$ cat src/rtl/scl_tap_divider.sv
module scl_tap_divider #(
  parameter int PER_W  = 12,
  parameter int HOLD_W = 10
) (
  input  logic              clk,
  input  logic              rst_n,
  input  logic              en,
  input  logic [5:0]        div_code,
  output logic              scl_fall,
  output logic              scl_rise,
  output logic              sda_update,
  output logic              scl_level,
  output logic [PER_W-1:0]  period,
  output logic [HOLD_W-1:0] hold
);

  logic [5:0]       act_code;
  logic             run;
  logic [PER_W-1:0] cnt;
  logic [2:0]       row, col;
  logic [PER_W-1:0] base, ptap, htap, hold_full, half;
  logic             wrap;

  assign row = act_code[4:2];
  assign col = {act_code[5], act_code[1:0]};

  always_comb begin
    case (row)
      3'd0, 3'd1: base = PER_W'(4);
      3'd2, 3'd3: base = PER_W'(6);
      3'd4:       base = PER_W'(14);
      3'd5:       base = PER_W'(30);
      3'd6:       base = PER_W'(62);
      default:    base = PER_W'(126);
    endcase
    case (col)
      3'd0:    begin ptap = PER_W'(9);  htap = PER_W'(3); end
      3'd1:    begin ptap = PER_W'(10); htap = PER_W'(3); end
      3'd2:    begin ptap = PER_W'(12); htap = PER_W'(4); end
      3'd3:    begin ptap = PER_W'(15); htap = PER_W'(4); end
      3'd4:    begin ptap = PER_W'(5);  htap = PER_W'(1); end
      3'd5:    begin ptap = PER_W'(6);  htap = PER_W'(1); end
      3'd6:    begin ptap = PER_W'(7);  htap = PER_W'(2); end
      default: begin ptap = PER_W'(8);  htap = PER_W'(2); end
    endcase
  end

  assign period    = (base + ((ptap - PER_W'(1)) << row) + PER_W'(2)) << 1;
  assign hold_full = base + ((htap - PER_W'(1)) << row) + PER_W'(3);
  assign hold      = hold_full[HOLD_W-1:0];
  assign half      = period >> 1;
  assign wrap      = run && (cnt == period - PER_W'(1));

  always_ff @(posedge clk) begin
    if (!rst_n) begin
      run      <= 1'b0;
      cnt      <= '0;
      act_code <= '0;
    end else begin
      run <= en;
      if (!en || !run || wrap) cnt <= '0;
      else                     cnt <= cnt + PER_W'(1);
      if (!run || wrap) act_code <= div_code;
    end
  end

  assign scl_fall   = run && (cnt == '0);
  assign scl_rise   = run && (cnt == half);
  assign sda_update = run && (cnt == PER_W'(hold));
  assign scl_level  = !run || (cnt >= half);


  strobe_sep_chk: assert property (@(posedge clk) disable iff (!rst_n)
    $onehot0({scl_fall, scl_rise, sda_update}));


  park_high_chk: assert property (@(posedge clk) disable iff (!rst_n)
    !en |=> (scl_level && !scl_fall && !scl_rise && !sda_update));


  code_hold_chk: assert property (@(posedge clk) disable iff (!rst_n)
    (run && !scl_fall) |-> ($stable(period) && $stable(hold)));


  low_after_fall_chk: assert property (@(posedge clk) disable iff (!rst_n)
    (scl_fall && en) |=> !scl_level);


  rise_from_low_chk: assert property (@(posedge clk) disable iff (!rst_n)
    scl_rise |-> $past(!scl_level));


  sda_in_low_chk: assert property (@(posedge clk) disable iff (!rst_n)
    sda_update |-> !scl_level);

endmodule

$ cat config.mk
export PLATFORM = sky130hd
export DESIGN_NAME = scl_tap_divider
export DESIGN_NICKNAME = d
export VERILOG_FILES = /design/src/rtl/scl_tap_divider.sv
export SDC_FILE = /design/constraint.sdc
export NUM_CORES = 1
export LEC_CHECK = 0
export ABC_AREA = 1
export BUFFER_PORTS_ARGS = -buffer_cell sky130_fd_sc_hd__buf_2
export CAP_MARGIN = 30
export CORE_ASPECT_RATIO = 0.6
export CORE_MARGIN = 1
export CORE_UTILIZATION = 42
export CTS_CLUSTER_DIAMETER = 80
export DETAILED_ROUTE_END_ITERATION = 10
export GPL_TIMING_DRIVEN = 0
export PLACE_DENSITY = 0.71
export SYNTH_ARGS = -nofsm -noshare
export SYNTH_HDL_FRONTEND = slang
export SYNTH_SLANG_ARGS = --single-unit
$ cat constraint.sdc
create_clock -name clk -period 4.4 [get_ports clk]
set_input_delay 0.44 -clock clk [delete_from_list [all_inputs] [get_ports clk]]
set_output_delay 0.44 -clock clk [all_outputs]
set_load 0.05 [all_outputs]
==> qor.yml <==
outcome: "finished with violations"
violations: "design-rule violations, negative setup slack"
period_share: 1.084
placement.io_buffers: 33
cts_tree: "done"
floorplan.initialDensity: 0.4431
start_kind: "flop"
synth_edf_count: 0
place_hpwl_mm: 6.959
yosys.area.top_type_share: 0.1622
min_to: "act_code[2]$_SDFFE_PN0P_"
timing.final.max_slew_violations: 0
grt_pass1_vias: 2961
net-switching-power_mw: 0.6523
postRouteAntennaNets: 0
final_util: 0.5914
num_io_pins: 35
cellLeakagePower_nw: 2.017
fmax_mhz: 209.7
setup_slack_ns: -0.3686
gr-total-overflow: 0
drc: 2
wl_per_cell_um: 14.48
hold_path.startpoint: "div_code[2]"
rr_endpoint: "act_code[5]$_SDFFE_PN0P_"
critical_path_required_ns: 3.96
cts_buffers: 3
antenna_cells: 0
powerDensity_nw_per_um2: 311.7
rsz0062_at_grt: "true"
synth_area_leader_cell: "ha_1"
p_int_mw: 0.5995
place_ws_ns: -0.4978
die_w_um: 111.3
yosysWarnings: 0
async_flop_share: 0
clockPowerShare: 0.157
clock_skew_ns: 0.002594
syn_inst: 483
syn-mean-instance-area_sq_um: 6.230
clock_path_buffers: 2
finalHoldViolCount: 0
max-cap-violations: 0
grt_start_max_net_pins: 11
ys_seq_area_frac: 0.1264
yosysUniqueCellTypes: 38
drtPass1Iterations: 8
worst-path-max-fanout: 5
syn_area_sq_um: 3009
fin_nets: 600
r2r_cells: 30
via_count: 3327
peakVddDrop_mv: 0.2872
areaGrowthSynthToFinish_pct: 33.47
fp.dieH_um: 67.57
endpoint_kind: "output pin"
hold-path-cell-count: 3
die_area_sq_um: 7518
synthFlopType: "dfxtp_1"
htree_levels: 1
setup-tns-final_ns: -0.8027
grt_pass1_wl_mm: 14.35
setup_violations: 3
crit_path_frequent_cell: "nand2_2"
via_per_inst: 5.231
critPathKind: "flop to output pin"
clk_pin_slew_worst_paths_ns: 0.06
synthTopCellsByArea: "ha_1 16%, dfxtp_1 13%, nand2_1 12%"
root_buffer: "clkbuf_16"
syn_nets: 533
clkSinkCount: 19
wl_mm: 9.209
rrSetupSlack_ns: 0.15
p_seq_frac: 0.145
drtIter0Drc: 272
worstSkewPairLatency_ns: 0.25
swShare: 0.5211
critPathMaxStageDelay_ns: 0.40
ys_ff_latch: 19
power.share.combinational: 0.698
min_path_type: "input pin to flop"
num_rows: 23
antenna_found_initial: 0
period_needed_ns: 4.769
layout-drive-gt1-share: 0.3169
place.gp.congestion: 0.9307
maxSlewHeadroom: 0.6464
grt_usage: 0.2407
worst_slew_pin_slew_ns: 0.5263
reg2reg_from: "act_code[1]$_SDFFE_PN0P_"
slowest_stage: "dfxtp_4"
worstPathArrival_ns: 4.33
core_area_sq_um: 6792
[critical path: cells and delay by family (launching register included)]
| family | cells | cell delay [ns] |
|---|---|---|
| adder cells (fa/ha/maj) | 4 | 1.10 |
| AND/OR/NAND/NOR | 17 | 1.76 |
| buffers and inverters | 6 | 0.38 |
| flip-flops | 1 | 0.40 |
| AO/OA/AOI/OAI | 3 | 0.43 |
[power by group through the flow]
| stage | combinational (mW) | sequential, mW | clock, mW |
|---|---|---|---|
| 2_1_floorplan | 0.586 | 0.184 | 0 |
| 3_3_place_gp | 0.714 | 0.185 | 0 |
| 3_5_place_dp | 0.726 | 0.185 | 0 |
| 4_1_cts | 0.773 | 0.181 | 0.199 |
| 5_1_grt | 0.942 | 0.182 | 0.205 |
| 6_report | 0.874 | 0.182 | 0.196 |
[kinds of logic after synthesis]
| family | Yosys count | synth area share |
|---|---|---|
| buffers and inverters | 91 | 0.1227 |
| AOI/OAI and AO/OA | 61 | 0.1118 |
| adders and majority gates | 41 | 0.1755 |
| DFF | 19 | 0.1264 |
| and+or+nand+nor | 244 | 0.3817 |
| xor gates and xnor gates | 26 | 0.08066 |
| other | 1 | 0.001246 |
[routing by layer]
metal / up-vias / GRT usage / routed length (um)
met5: - / 0 / 0
met4: 0 / 0.03041 / 82
met3: 10 / 0.03232 / 715
met2: 121 / 0.3695 / 3732
met1: 1500 / 0.3621 / 4678
li1: 1696 / - / -
[stage by stage]
step	cells	area (sq um)	total power [mW]	hold slack, ns
5_1_grt	636	4016	1.330	0.4285
6_report	636	4016	1.252	0.4091
4_1_cts	624	3687	1.154	0.4037
3_5_place_dp	603	3353	0.9113	0.5026
2_1_floorplan	483	3079	0.7701	0.4396
3_3_place_gp	603	3353	0.8992	0.4708
[cell usage in the layout, fill, tap and decap left out, types with 8 or more instances in the layout]
cell and n:
a21oi_1 21, buf_2 33, buf_4 32, dfxtp_1 16
ha_1 31, inv_1 65, inv_2 10, nand2_1 84
nand2_2 21, nand2_4 8, nand3_1 38, nand4_1 10
nor2_1 44, nor3_1 8, o21ai_0 14, xor2_1 16
[state kept, by name, indices dropped and copies added, names as in the netlist]
signal and flops:
cnt 12, act_code 6, run 1
[cell type report]
type / count / area, sq um
Timing Repair Buffer: 62 / 429.2
Fill cell: 618 / 2775
Sequential cell: 19 / 389.1
Tap cell: 87 / 108.9
Multi-Input combinational cell: 373 / 2629
Inverter: 77 / 294.0
Clock buffer: 4 / 78.83
Buffer: 14 / 87.58
[timing repair]
action | 4_1_cts | 5_1_grt
buffers inserted | 17 | 11
setup endpoints to repair | 3 | 24
hold buffers | 0 | 0
gates resized for setup | 36 | 51
pin swaps | 27 | 37
cloned | 0 | 1
endpoints found under the hold margin | 0 | 0
[synthesized netlist by cell type, types with 3 or more instances]
cell type and instances:
nand3b_1 3, nor2_1 51, a31oi_1 3, ha_1 39, buf_4 4, buf_2 4
xor2_1 17, nand2_1 98, clkbuf_1 5, nand3_1 41, o21ai_0 19, a21oi_1 30
nor2_2 4, inv_1 73, inv_2 4, nand3_2 6, dfxtp_1 19, nand4_1 10
nor3_1 9, nand2_2 13, xnor2_1 7
[worst max path at each step]
stage | start | end | slack, ns
finish | act_code[1]$_SDFFE_PN0P_ | scl_rise | -0.37
CTS | act_code[1]$_SDFFE_PN0P_ | scl_level | -0.29
floorplan | act_code[1]$_SDFFE_PN0P_ | scl_rise | 0.01
detailed placement | act_code[5]$_SDFFE_PN0P_ | scl_rise | -0.50
global route | act_code[1]$_SDFFE_PN0P_ | scl_rise | -0.60
global placement | act_code[5]$_SDFFE_PN0P_ | scl_rise | -0.47
Power figures use the tool's default switching activity.
